$ cat src/rtl/vcfg_pkg.sv
package vcfg_pkg;

  typedef enum logic [1:0] {
    BS_IDLE,
    BS_RECV,
    BS_ACK,
    BS_SKIP
  } bstate_t;

  typedef enum logic [1:0] {
    PH_ADDR,
    PH_SUB,
    PH_DATA
  } bphase_t;

  // First bus byte: 7-bit address in [7:1], read flag in [0].
  function automatic logic match_dev(input logic [7:0] b,
                                     input logic [6:0] base,
                                     input logic       sel);
    return (b[7:1] == (base | {6'd0, sel})) && !b[0];
  endfunction

  function automatic bphase_t next_phase(input bphase_t ph);
    return (ph == PH_ADDR) ? PH_SUB : PH_DATA;
  endfunction

  function automatic logic [7:0] strip_bit(input logic [7:0] v, input int pos);
    return v & ~(8'd1 << pos);
  endfunction

endpackage

$ cat src/rtl/vcfg_sync_chain.sv
module vcfg_sync_chain #(
  parameter int               WIDTH   = 1,
  parameter int               STAGES  = 2,
  parameter logic [WIDTH-1:0] RST_VAL = '0
) (
  input  logic             clk,
  input  logic             rst_n,
  input  logic [WIDTH-1:0] d,
  output logic [WIDTH-1:0] q
);
  logic [WIDTH-1:0] stg [STAGES];

  always_ff @(posedge clk or negedge rst_n) begin
    if (!rst_n) begin
      for (int k = 0; k < STAGES; k++) stg[k] <= RST_VAL;
    end else begin
      stg[0] <= d;
      for (int k = 1; k < STAGES; k++) stg[k] <= stg[k-1];
    end
  end

  assign q = stg[STAGES-1];
endmodule

$ cat src/rtl/vcfg_i2c_rx.sv
module vcfg_i2c_rx #(
  parameter int         NUM_REGS = 16,
  parameter logic [6:0] DEV_BASE = 7'h20,
  localparam int        IDX_W    = $clog2(NUM_REGS)
) (
  input  logic             clk,
  input  logic             rst_n,
  input  logic             scl_s,
  input  logic             sda_s,
  input  logic             addr_sel,
  output logic             sda_oe,
  output logic             start_evt,
  output logic             stop_evt,
  output logic             byte_done,
  output logic             addr_hit,
  output logic             wr_en,
  output logic [IDX_W-1:0] wr_idx,
  output logic [7:0]       wr_data
);
  import vcfg_pkg::*;

  localparam logic [IDX_W-1:0] IDX_ONE = IDX_W'(1);

  bstate_t          state;
  bphase_t          phase;
  logic [3:0]       bit_cnt;
  logic [7:0]       shreg;
  logic [IDX_W-1:0] ptr;
  logic             scl_d, sda_d;
  logic             scl_rise, scl_fall, accept;

  always_ff @(posedge clk or negedge rst_n) begin
    if (!rst_n) begin
      scl_d <= 1'b1;
      sda_d <= 1'b1;
    end else begin
      scl_d <= scl_s;
      sda_d <= sda_s;
    end
  end

  assign scl_rise  = scl_s & ~scl_d;
  assign scl_fall  = ~scl_s & scl_d;
  assign start_evt = scl_s & scl_d & sda_d & ~sda_s;
  assign stop_evt  = scl_s & scl_d & ~sda_d & sda_s;

  assign byte_done = (state == BS_RECV) && (bit_cnt == 4'd8) && scl_fall;
  assign addr_hit  = byte_done && (phase == PH_ADDR) &&
                     match_dev(shreg, DEV_BASE, addr_sel);
  assign accept    = byte_done && ((phase != PH_ADDR) || addr_hit);
  assign wr_en     = byte_done && (phase == PH_DATA);
  assign wr_idx    = ptr;
  assign wr_data   = shreg;
  assign sda_oe    = (state == BS_ACK);

  always_ff @(posedge clk or negedge rst_n) begin
    if (!rst_n) begin
      state   <= BS_IDLE;
      phase   <= PH_ADDR;
      bit_cnt <= 4'd0;
      shreg   <= 8'd0;
      ptr     <= '0;
    end else if (start_evt) begin
      state   <= BS_RECV;
      phase   <= PH_ADDR;
      bit_cnt <= 4'd0;
    end else if (stop_evt) begin
      state   <= BS_IDLE;
      phase   <= PH_ADDR;
      bit_cnt <= 4'd0;
    end else begin
      unique case (state)
        BS_RECV: begin
          if (scl_rise && bit_cnt < 4'd8) begin
            shreg   <= {shreg[6:0], sda_s};
            bit_cnt <= bit_cnt + 4'd1;
          end else if (byte_done) begin
            if (accept) begin
              state <= BS_ACK;
              if (phase == PH_SUB)  ptr <= shreg[IDX_W-1:0];
              if (phase == PH_DATA) ptr <= ptr + IDX_ONE;
            end else begin
              state <= BS_SKIP;
            end
          end
        end
        BS_ACK: begin
          if (scl_fall) begin
            state   <= BS_RECV;
            bit_cnt <= 4'd0;
            phase   <= next_phase(phase);
          end
        end
        default: ;
      endcase
    end
  end
endmodule

$ cat src/rtl/vcfg_reg_bank.sv
module vcfg_reg_bank #(
  parameter int  NUM_REGS = 16,
  parameter int  WE_BIT   = 0,
  localparam int IDX_W    = $clog2(NUM_REGS),
  localparam int CTRL_IDX = NUM_REGS - 1
) (
  input  logic                  clk,
  input  logic                  rst_n,
  input  logic                  wr_en,
  input  logic [IDX_W-1:0]      wr_idx,
  input  logic [7:0]            wr_data,
  input  logic                  commit,
  output logic                  we_flag,
  output logic [NUM_REGS*8-1:0] act_flat
);
  import vcfg_pkg::*;

  logic [7:0] shadow_q [NUM_REGS];
  logic [7:0] active_q [NUM_REGS];

  for (genvar i = 0; i < NUM_REGS; i++) begin : g_reg
    localparam logic [IDX_W-1:0] MY_IDX = IDX_W'(i);
    localparam bit               IS_CTRL = (i == CTRL_IDX);

    always_ff @(posedge clk or negedge rst_n) begin
      if (!rst_n) begin
        shadow_q[i] <= 8'd0;
      end else if (wr_en && wr_idx == MY_IDX) begin
        shadow_q[i] <= wr_data;
      end else if (commit && IS_CTRL) begin
        shadow_q[i] <= strip_bit(shadow_q[i], WE_BIT);
      end
    end

    always_ff @(posedge clk or negedge rst_n) begin
      if (!rst_n) begin
        active_q[i] <= 8'd0;
      end else if (commit) begin
        active_q[i] <= IS_CTRL ? strip_bit(shadow_q[i], WE_BIT) : shadow_q[i];
      end
    end

    assign act_flat[i*8 +: 8] = active_q[i];
  end

  assign we_flag = shadow_q[CTRL_IDX][WE_BIT];
endmodule

$ cat src/rtl/vcfg_vsync_commit.sv
module vcfg_vsync_commit (
  input  logic clk,
  input  logic rst_n,
  input  logic vs_s,
  input  logic we_flag,
  output logic commit
);
  logic vs_d;

  always_ff @(posedge clk or negedge rst_n) begin
    if (!rst_n) vs_d <= 1'b0;
    else        vs_d <= vs_s;
  end

  assign commit = vs_d & ~vs_s & we_flag;
endmodule

$ cat src/rtl/vid_cfg_i2c_slave.sv
module vid_cfg_i2c_slave #(
  parameter int         NUM_REGS    = 16,
  parameter logic [6:0] DEV_BASE    = 7'h20,
  parameter int         WE_BIT      = 0,
  parameter int         SYNC_STAGES = 2,
  localparam int        IDX_W       = $clog2(NUM_REGS),
  localparam int        ACT_W       = NUM_REGS * 8
) (
  input  logic             clk,
  input  logic             rst_n,
  input  logic             scl_i,
  input  logic             sda_i,
  output logic             sda_oe,
  input  logic             addr_sel,
  input  logic             vsync_i,
  output logic [ACT_W-1:0] act_regs_o
);
  logic             scl_s, sda_s, vs_s;
  logic             start_evt, stop_evt, byte_done, addr_hit;
  logic             wr_en, we_flag, commit_evt;
  logic [IDX_W-1:0] wr_idx;
  logic [7:0]       wr_data;

  vcfg_sync_chain #(.WIDTH(2), .STAGES(SYNC_STAGES), .RST_VAL(2'b11)) u_bus_sync (
    .clk(clk), .rst_n(rst_n), .d({scl_i, sda_i}), .q({scl_s, sda_s})
  );

  vcfg_sync_chain #(.WIDTH(1), .STAGES(SYNC_STAGES), .RST_VAL(1'b0)) u_vs_sync (
    .clk(clk), .rst_n(rst_n), .d(vsync_i), .q(vs_s)
  );

  vcfg_i2c_rx #(.NUM_REGS(NUM_REGS), .DEV_BASE(DEV_BASE)) u_rx (
    .clk(clk), .rst_n(rst_n), .scl_s(scl_s), .sda_s(sda_s),
    .addr_sel(addr_sel), .sda_oe(sda_oe), .start_evt(start_evt),
    .stop_evt(stop_evt), .byte_done(byte_done), .addr_hit(addr_hit),
    .wr_en(wr_en), .wr_idx(wr_idx), .wr_data(wr_data)
  );

  vcfg_reg_bank #(.NUM_REGS(NUM_REGS), .WE_BIT(WE_BIT)) u_bank (
    .clk(clk), .rst_n(rst_n), .wr_en(wr_en), .wr_idx(wr_idx),
    .wr_data(wr_data), .commit(commit_evt), .we_flag(we_flag),
    .act_flat(act_regs_o)
  );

  vcfg_vsync_commit u_commit (
    .clk(clk), .rst_n(rst_n), .vs_s(vs_s), .we_flag(we_flag),
    .commit(commit_evt)
  );
endmodule

$ cat config.mk
export PLATFORM = sky130hd
export DESIGN_NAME = vid_cfg_i2c_slave
export DESIGN_NICKNAME = d
export VERILOG_FILES = /design/src/rtl/vcfg_pkg.sv /design/src/rtl/vcfg_sync_chain.sv /design/src/rtl/vcfg_i2c_rx.sv /design/src/rtl/vcfg_reg_bank.sv /design/src/rtl/vcfg_vsync_commit.sv /design/src/rtl/vid_cfg_i2c_slave.sv
export SDC_FILE = /design/constraint.sdc
export NUM_CORES = 1
export LEC_CHECK = 0
export BUFFER_PORTS_ARGS = -buffer_cell sky130_fd_sc_hd__buf_2
export CAP_MARGIN = 20
export CORE_ASPECT_RATIO = 0.6
export CORE_MARGIN = 3
export CORE_UTILIZATION = 52
export DETAILED_ROUTE_END_ITERATION = 10
export PLACE_DENSITY_LB_ADDON = 0.25
export SYNTH_ARGS = -nofsm -noshare
export SYNTH_HDL_FRONTEND = slang
export SYNTH_SLANG_ARGS = --single-unit
$ cat constraint.sdc
create_clock -name clk -period 2.04 [get_ports clk]
set_input_delay 0.102 -clock clk [delete_from_list [all_inputs] [get_ports clk]]
set_output_delay 0.102 -clock clk [all_outputs]
set_load 0.02 [all_outputs]
==> flow_summary.yaml, run 1 <==
placement:
  dp_hpwl_um: 15400
  gp_congestion: 0.817
  pre_cts_ws_ns: -0.270
  io_buffer_count: 133
floorplan:
  die_h_um: 119
  dieArea_um2: 23100
  initial_core_util: 0.541
  dieWidth_um: 194
  core_um2: 20500
  pin_count: 135
  num_rows: 40
detailed_routing:
  vias_per_cell: 5.41
  drc_errors: 0
  ant_nets: 0
  drt_pass1_iterations: 4
  routed_wl_um: 23600
  wl_per_cell_um: 20.5
  vias: 6229
  drtIter0Drc: 300
yosys:
  synth_seq_area_share: 0.643
  ys_ff_latch: 284
  yosysUniqueCellTypes: 44
  syn_inst: 690
  syn-num-nets: 704
  syn_area_um2: 11100
  syn_avg_cell_area_um2: 16.0
  synthesis.yosys.warnings: 0
final_layout:
  fillCellCount: 1419
  multi_input_area_um2: 4060
  seq_area_um2: 7110
  fin_nets: 879
  drive_gt1_frac: 0.580
  final_cell_mix: "dfrtp_1 (278), mux2_2 (190), buf_2 (132), mux2_4 (73), buf_4 (33)"
  final_common_cell: "dfrtp_1"
  antenna_cells: 0
  area_growth_pct: 22.6
sta:
  final.setup.worst_slack_ns: -0.229
  setup_tns_ns: -17.56
  fin_hold_ws_ns: 0.142
  drv_slew: 0
  worstMarginPinSlew_ns: 0.605
  slew_headroom: 0.596
  setup_viol: 121
  rsz0062_at_grt: "yes"
  final.min_clock_period_ns: 2.27
  timing.fmax_mhz: 441
  post-route-period-util: 1.11
  finClkSkew_ns: 0.0154
  hold_violations: 0
pwr:
  peakVddDrop_uv: 595
  power_leakage_nw: 7.38
  cellPowerDensity_nw_per_um2: 861
cts:
  cts.sinks: 284
  cts-root-buf: "clkbuf_16"
  cts_buffers: 26
  clock_path_buffers: 3
  insertion_delay_ns: 0.52
  htree_levels: 1
  cts_tree: "yes"
  clk_pin_slew_worst_paths_ns: 0.06
setup_path:
  crit_path_end_kind: "register"
  worstPathRequired_ns: 2.43
  arrival_ns: 2.66
  path_max_fanout: 8
  reg2reg_depth: 8
  r2r_slack_ns: -0.23
  crit_type: "register to register"
  r2r-end: "u_bank.shadow_q[75]"
  reg2reg_from: "u_rx.bit_cnt[0]"
  critPathLaunchType: "register"
global_routing:
  grt_pass1_vias: 6633
  grt_use_total: 0.207
  grt_max_degree: 93
  overflow: 0
  antenna_found_initial: 0
  grt_pass1_wl_um: 38400
outcome:
  violations: "setup timing"
  outcome: "complete, but fails checks"
worst_hold_path:
  hp-class: "input pin to asynchronous set/reset pin"
run:
  max_cap_viol_count: 0
-- worst max-delay path: stages, from the launching register on --
cell and delay [ns]:
dfrtp_1 0.39, inv_1 0.07, ha_1 0.15, nand3b_1 0.08
or3_4 0.36, or3b_4 0.40, buf_6 0.15, nor2_8 0.22
mux2_4 0.33
-- layout make-up --
cell class / count / area share
Tap cell: 273 / 0.0252
Timing Repair Buffer: 185 / 0.0892
Multi-Input combinational cell: 357 / 0.299
Clock buffer: 38 / 0.0573
Inverter: 11 / 0.00304
Clock inverter: 4 / 0.00212
Sequential cell: 284 / 0.524
-- through the flow --
step / cell area [um^2] / util / instances / power [mW]
after floorplan: 11200 / - / 690 / 6.42
after global placement: 12500 / 0.609 / 1105 / 7.12
after detailed placement: 12500 / 0.609 / 1105 / 7.17
after CTS: 13500 / 0.659 / 1152 / 11.8
after global routing: 13600 / 0.663 / 1152 / 12.2
final: 13600 / 0.663 / 1152 / 11.7
-- report_power, final --
| group | internal, mW | switching (mW) |
|---|---|---|
| Combinational | 0.345 | 0.914 |
| Clock | 2.62 | 1.98 |
| Sequential | 5.75 | 0.0698 |
-- registers in the layout (all words and copies together) (netlist names) --
register         count
u_rx.wr_idx          4
u_commit.vs_d        1
u_bank.shadow_q    127
u_rx.state           2
u_vs_sync.q          1
u_bank.we_flag       1
u_bus_sync.stg       2
u_rx.wr_data         8
u_rx.phase           2
u_vs_sync.stg        1
u_rx.scl_d           1
u_rx.bit_cnt         4
u_bank.act_flat    127
u_bus_sync.q         2
u_rx.sda_d           1
-- timing repair --
item	CTS	global route
buffers inserted	1	0
hold buffers	4	0
gates resized for setup	40	20
setup endpoints to repair	127	136
pin swaps	11	7
hold endpoints to repair	102	0
-- cell families (layout without fill, tap and decap cells) --
| group | count (synthesis) | count (layout) | share of synthesized area |
|---|---|---|---|
| xor gates and xnor gates | 2 | 2 | 0.00158 |
| AOI/OAI and AO/OA | 23 | 23 | 0.0120 |
| buffers and inverters | 49 | 238 | 0.0191 |
| muxes | 266 | 266 | 0.273 |
| adders and majority gates | 8 | 8 | 0.00904 |
| other | 1 | 1 | 0.000339 |
| and+or+nand+nor | 57 | 57 | 0.0423 |
| DFF | 284 | 284 | 0.643 |
-- synth_stat cells (all sizes together) --
library cell / number / area [um^2]
nor3b: 2 / 20.0
xnor2: 1 / 8.76
inv: 11 / 41.3
or4b: 1 / 10.0
nand3b: 3 / 22.5
or2: 1 / 6.26
nand2: 11 / 41.3
o211ai: 1 / 7.51
conb: 1 / 3.75
ha: 8 / 100
nor3: 4 / 30.0
buf: 6 / 50.0
nor2b: 2 / 12.5
nand2b: 3 / 18.8
mux2i: 3 / 30.0
or3: 1 / 6.26
dfrtp: 278 / 6960
mux2: 263 / 2990
clkbuf: 32 / 120
o22ai: 1 / 6.26
a2111o: 1 / 11.3
nor2: 16 / 203
a21oi: 6 / 30.0
a221oi: 1 / 8.76
o21a: 1 / 7.51
dfstp: 6 / 158
a31oi: 1 / 6.26
o21ai: 11 / 55.1
nand3: 9 / 65.1
or3b: 2 / 17.5
xor2: 1 / 8.76
and3: 1 / 6.26
nor4b: 1 / 8.76
-- worst max path at each step --
stage	from	to	slack [ns]	cells after the start
after floorplan	u_rx.scl_d	u_bank.shadow_q[48]	-0.22	7
after global placement	u_rx.bit_cnt[0]	u_bank.shadow_q[59]	-0.23	8
after detailed placement	u_rx.bit_cnt[0]	u_bank.shadow_q[77]	-0.27	8
after CTS	u_rx.bit_cnt[0]	u_bank.shadow_q[58]	-0.22	8
after global routing	u_rx.bit_cnt[0]	u_bank.shadow_q[60]	-0.33	8
final	u_rx.bit_cnt[0]	u_bank.shadow_q[75]	-0.23	8
-- routing by layer --
metal,share of wire,vias up,wire length [um],global-route usage
li1,-,2768,-,-
met1,0.48,3282,11400,0.318
met2,0.45,152,10700,0.316
met3,0.050,27,1180,0.0382
met4,0.013,0,316,0.0354
met5,0,-,0,0
Power figures use the tool's default switching activity.
==> run 2: changes to the inputs <==
==> constraint.sdc (replaced) <==
create_clock -name clk -period 2.04 [get_ports clk]
set_input_delay 0.204 -clock clk [delete_from_list [all_inputs] [get_ports clk]]
set_output_delay 0.204 -clock clk [all_outputs]
set_load 0.02 [all_outputs]
==> run 2 against run 1 <==
Compared with the run above: the flow still finishes with violations (setup timing); fmax up 1.7%; clock power up 6.5%; sequential share of layout area down 0.29 points; critical path depth unchanged; setup slack better by 0.038 ns; cell count up 0.43%; power up 2.6%; hold slack better by 0.081 ns; final area up 0.56%; global-route usage up 0.49 points; clock skew down 0.0022 ns; clock-buffer cell count up 6; critical endpoint is now u_bank.shadow_q[84].
==> flow_summary.yaml, run 2 (same netlist as run 1, synthesis figures left out) <==
global_routing:
  grt_pass1_vias: 6864
  grt_max_degree: 64
  grt_use_total: 0.212
  grt_pass1_wl_um: 39200
  antenna_found_initial: 0
  overflow: 0
sta:
  fin_hold_ws_ns: 0.223
  final.min_clock_period_ns: 2.23
  finClkSkew_ns: 0.0132
  final.setup.worst_slack_ns: -0.190
  setup_tns_ns: -13.45
  drv_slew: 0
  rsz0062_at_grt: "yes"
  setup_viol: 120
  post-route-period-util: 1.09
  timing.fmax_mhz: 448
  hold_violations: 0
final_layout:
  fin_nets: 878
  final_cell_mix: "dfrtp_1 (278), mux2_2 (190), buf_2 (132), mux2_4 (73), buf_4 (31)"
  antenna_cells: 0
  final_common_cell: "dfrtp_1"
  area_growth_pct: 23.3
  utilization: 0.667
  fillCellCount: 1478
  multi_input_area_um2: 4060
  drive_gt1_frac: 0.579
  seq_area_um2: 7110
detailed_routing:
  routed_wl_um: 24000
  drt_pass1_iterations: 4
  drc_errors: 0
  vias: 6232
  vias_per_cell: 5.39
  drtIter0Drc: 257
  ant_nets: 0
  wl_per_cell_um: 20.7
setup_path:
  path_max_fanout: 8
  slowest_delay_ns: 0.40
  path_cells: "inv_1 -> ha_1 -> nand3b_1 -> or3_4 -> or3b_4 -> buf_6 -> nor2_8 -> mux2_4"
  crit_path_start: "u_rx.bit_cnt[0]"
  arrival_ns: 2.63
  reg2reg_from: "u_rx.bit_cnt[0]"
  reg2reg_depth: 8
  crit_path_end_kind: "register"
  r2r-end: "u_bank.shadow_q[84]"
  cp_slowest_cell: "or3b_4"
  r2r_slack_ns: -0.19
  worstPathRequired_ns: 2.44
  critPathCapture: "u_bank.shadow_q[84]"
  crit_type: "register to register"
  critPathLaunchType: "register"
pwr:
  fin_total_pwr_mw: 12.0
  cellPowerDensity_nw_per_um2: 879
  peakVddDrop_uv: 733
  power_leakage_nw: 7.42
placement:
  gp_congestion: 0.828
  io_buffer_count: 133
  dp_hpwl_um: 15500
  pre_cts_ws_ns: -0.219
worst_hold_path:
  hp-class: "input pin to asynchronous set/reset pin"
floorplan:
  dieArea_um2: 23100
  die_h_um: 119
  core_um2: 20500
  dieWidth_um: 194
  initial_core_util: 0.541
  num_rows: 40
  pin_count: 135
cts:
  cts-root-buf: "clkbuf_16"
  clock_path_buffers: 3
  insertion_delay_ns: 0.52
  cts.sinks: 284
  htree_levels: 1
  clk_pin_slew_worst_paths_ns: 0.06
  cts_tree: "yes"
  cts_buffers: 26
run:
  max_cap_viol_count: 0
outcome:
  outcome: "complete, but fails checks"
  violations: "setup timing"
==> run 2: cell types whose count changed in the layout (fill, tap and decap cells not counted) <==
cell	before	now
buf_12	9	10
buf_4	33	31
bufinv_16	0	1
clkbuf_1	5	8
clkbuf_8	6	9
inv_8	1	0
o21ai_0	10	11
o21ai_1	1	0
==> run 2: layer usage <==
| metal | vias to the layer above | wire length (um) | global-route usage |
|---|---|---|---|
| met5 | - | 0 | 0 |
| met4 | 0 | 481 | 0.0524 |
| met3 | 33 | 1480 | 0.0401 |
| met2 | 165 | 10600 | 0.322 |
| met1 | 3274 | 11400 | 0.319 |
| li1 | 2760 | - | - |
==> run 2: report_power, final <==
group | internal [mW] | switching, mW | total [mW]
clock | 2.89 | 2.02 | 4.90
sequential | 5.75 | 0.0642 | 5.82
combinational | 0.354 | 0.923 | 1.28
total | 8.99 | 3.00 | 12.0
==> run 2: worst min-delay path by stage <==
stage	start	endpoint	slack (ns)
after floorplan	rst_n	u_bank.act_flat[0]	-0.09
after global placement	rst_n	u_bank.act_flat[29]	0.18
after detailed placement	rst_n	u_bank.act_flat[25]	0.18
after CTS	rst_n	u_bank.shadow_q[98]	0.22
after global routing	rst_n	u_bank.shadow_q[97]	0.26
final	rst_n	u_bank.shadow_q[97]	0.22
==> run 2: cell type report <==
type | count | share of cell area
timing repair buffer | 184 | 0.0891
inverter | 11 | 0.00303
clock buffer | 44 | 0.0608
multi-input combinational | 357 | 0.297
sequential | 284 | 0.521
tap | 273 | 0.0250
clock inverter | 4 | 0.00348
==> run 2: through the flow <==
step	instances	cell area, um^2
CTS	1156	13600
global route	1157	13600
global placement	1103	12500
finish	1157	13600
floorplan	690	11200
detailed placement	1103	12500
==> run 2: what timing repair did <==
action                                  in CTS  in global routing
endpoints found under the setup margin     120                133
resized for setup                           43                 16
endpoints found under the hold margin       54                  0
buffers inserted                             1                  1
hold buffers                                 4                  0
pin swaps                                   11                  9
==> run 2: critical path, delay by kind of cell (launching register included) <==
kind / cells / cell delay, ns
adders and majority gates: 1 / 0.13
buffers and inverters: 2 / 0.21
DFF: 1 / 0.38
muxes: 1 / 0.33
and+or+nand+nor: 4 / 1.04
==> run 3: changes to the inputs <==
CTS_CLUSTER_SIZE = 28   (was not set)
RECOVER_POWER = 25   (was not set)
==> run 3 against run 2 <==
Compared with the run above: the run ends with capacitance limit, slew limit, setup timing left; via count is essentially flat; sequential share of layout area grew 0.16 points; clock-buffer cell count is the same; fmax is essentially flat; register-to-register slack is essentially flat; power shrank 0.15%; combinational power is essentially flat; highest routed layer unchanged; clock power is essentially flat.
==> flow_summary.yaml, run 3 (same netlist as run 1, synthesis figures left out) <==
outcome:
  outcome: "complete, but fails checks"
  violations: "capacitance limit, slew limit, setup timing"
global_routing:
  grt_pass1_wl_um: 39200
  antenna_found_initial: 0
  overflow: 0
  grt_max_degree: 64
  grt_pass1_vias: 6864
  grt_use_total: 0.212
detailed_routing:
  vias_per_cell: 5.39
  wl_per_cell_um: 20.7
  drt_pass1_iterations: 4
  drtIter0Drc: 248
  vias: 6238
  drc_errors: 0
  ant_nets: 0
  routed_wl_um: 24000
sta:
  final.setup.worst_slack_ns: -0.190
  finClkSkew_ns: 0.0159
  worstMarginPinSlew_ns: 1.55
  final.min_clock_period_ns: 2.23
  fin_hold_ws_ns: 0.298
  timing.fmax_mhz: 448
  setup_viol: 120
  post-route-period-util: 1.09
  rsz0062_at_grt: "yes"
  drv_slew: 57
  hold_violations: 0
  slew_headroom: -0.0338
pwr:
  combPwrFrac: 0.106
  power.internal_mw: 8.98
  fin_total_pwr_mw: 12.0
  seq_power_share: 0.486
  power_leakage_nw: 7.40
  swShare: 0.250
  clkPwrFrac: 0.409
  peakVddDrop_uv: 727
  cellPowerDensity_nw_per_um2: 880
  p_switching_mw: 2.99
placement:
  gp_congestion: 0.828
  dpl_cell_area_um2: 12500
  io_buffer_count: 133
  dpl.cell_count: 1103
  dp_hpwl_um: 15500
setup_path:
  crit_type: "register to register"
  path_max_fanout: 8
  crit_path_end_kind: "register"
  cp_slowest_cell: "or3b_4"
  reg2reg_depth: 8
  path_cells: "inv_1 -> ha_1 -> nand3b_1 -> or3_4 -> or3b_4 -> buf_6 -> nor2_8 -> mux2_4"
  slowest_delay_ns: 0.40
  worstPathRequired_ns: 2.44
  arrival_ns: 2.63
  critPathLaunchType: "register"
floorplan:
  initial_core_util: 0.541
  pin_count: 135
  num_rows: 40
  dieWidth_um: 194
  core_um2: 20500
  dieArea_um2: 23100
  die_h_um: 119
final_layout:
  area_growth_pct: 22.9
  fin_nets: 878
  drive_gt1_frac: 0.576
  final_common_cell: "dfrtp_1"
  finalInstanceArea_um2: 13600
  final_cell_mix: "dfrtp_1 (278), mux2_2 (190), buf_2 (131), mux2_4 (73), buf_4 (30)"
  instances_no_fill: 1157
  antenna_cells: 0
cts:
  clk_pin_slew_worst_paths_ns: 0.06
  insertion_delay_ns: 0.52
  htree_levels: 1
  cts_tree: "yes"
  cts_buffers: 26
  cts-root-buf: "clkbuf_16"
  cts.sinks: 284
  clock_path_buffers: 3
run:
  max_cap_viol_count: 1
worst_hold_path:
  hp-class: "input pin to register"
  whs_path_depth: 5
run 3: through the flow:
stage                     setup slack [ns]  TNS, ns   util
after global placement              -0.194   -17.08  0.609
after global routing                -0.273   -23.41  0.665
final                               -0.190   -13.33  0.665
after detailed placement            -0.219   -18.55  0.609
after CTS                           -0.186   -13.59  0.663
after floorplan                     -0.217   -16.44      -
run 3: final timing paths:
path | start | endpoint | slack, ns
max | u_rx.bit_cnt[0] | u_bank.shadow_q[84] | -0.19
max reg2reg | u_rx.bit_cnt[0] | u_bank.shadow_q[84] | -0.19
min | addr_sel | u_rx.state[0] | 0.30
max in group asynchronous | rst_n | u_rx.scl_d | 0.26
min in group asynchronous | rst_n | u_bank.act_flat[28] | 0.62
min reg2reg | u_vs_sync.stg[1] | u_vs_sync.q | 0.35
run 3: repair_timing:
item / CTS / global route
pin swaps: 11 / 9
buffers inserted: 1 / 1
resized for setup: 43 / 16
endpoints found under the hold margin: 54 / 0
hold buffers: 4 / 0
endpoints found under the setup margin: 120 / 133
run 3: per-layer routing:
layer | vias to the layer above | track usage | share of wire
met5 | - | 0 | 0
met3 | 35 | 0.0401 | 0.061
li1 | 2759 | - | -
met2 | 158 | 0.322 | 0.44
met4 | 0 | 0.0524 | 0.022
met1 | 3286 | 0.319 | 0.47
run 3: critical path, delay by kind of cell, from the launching register on:
family	cells	cell delay [ns]
flip-flops	1	0.38
multiplexers	1	0.33
buffers and inverters	2	0.21
adder cells (fa/ha/maj)	1	0.13
AND/OR/NAND/NOR	4	1.04
run 3: cell type report:
class / count / area, um^2
fillers: 1487 / 6860
clock buffers: 44 / 830
multi-input cells: 357 / 4060
repair buffers: 184 / 1170
flip-flops and latches: 284 / 7110
inverters: 11 / 41.3
clock inverters: 4 / 47.5
well taps: 273 / 342
run 3: power groups by stage:
| stage | registers [mW] | clock network, mW | logic (mW) |
|---|---|---|---|
| 2_1_floorplan | 5.92 | 0 | 0.495 |
| 3_3_place_gp | 5.91 | 0 | 1.20 |
| 3_5_place_dp | 5.92 | 0 | 1.23 |
| 4_1_cts | 5.81 | 5.03 | 1.27 |
| 5_1_grt | 5.82 | 5.26 | 1.38 |
| 6_report | 5.82 | 4.89 | 1.27 |
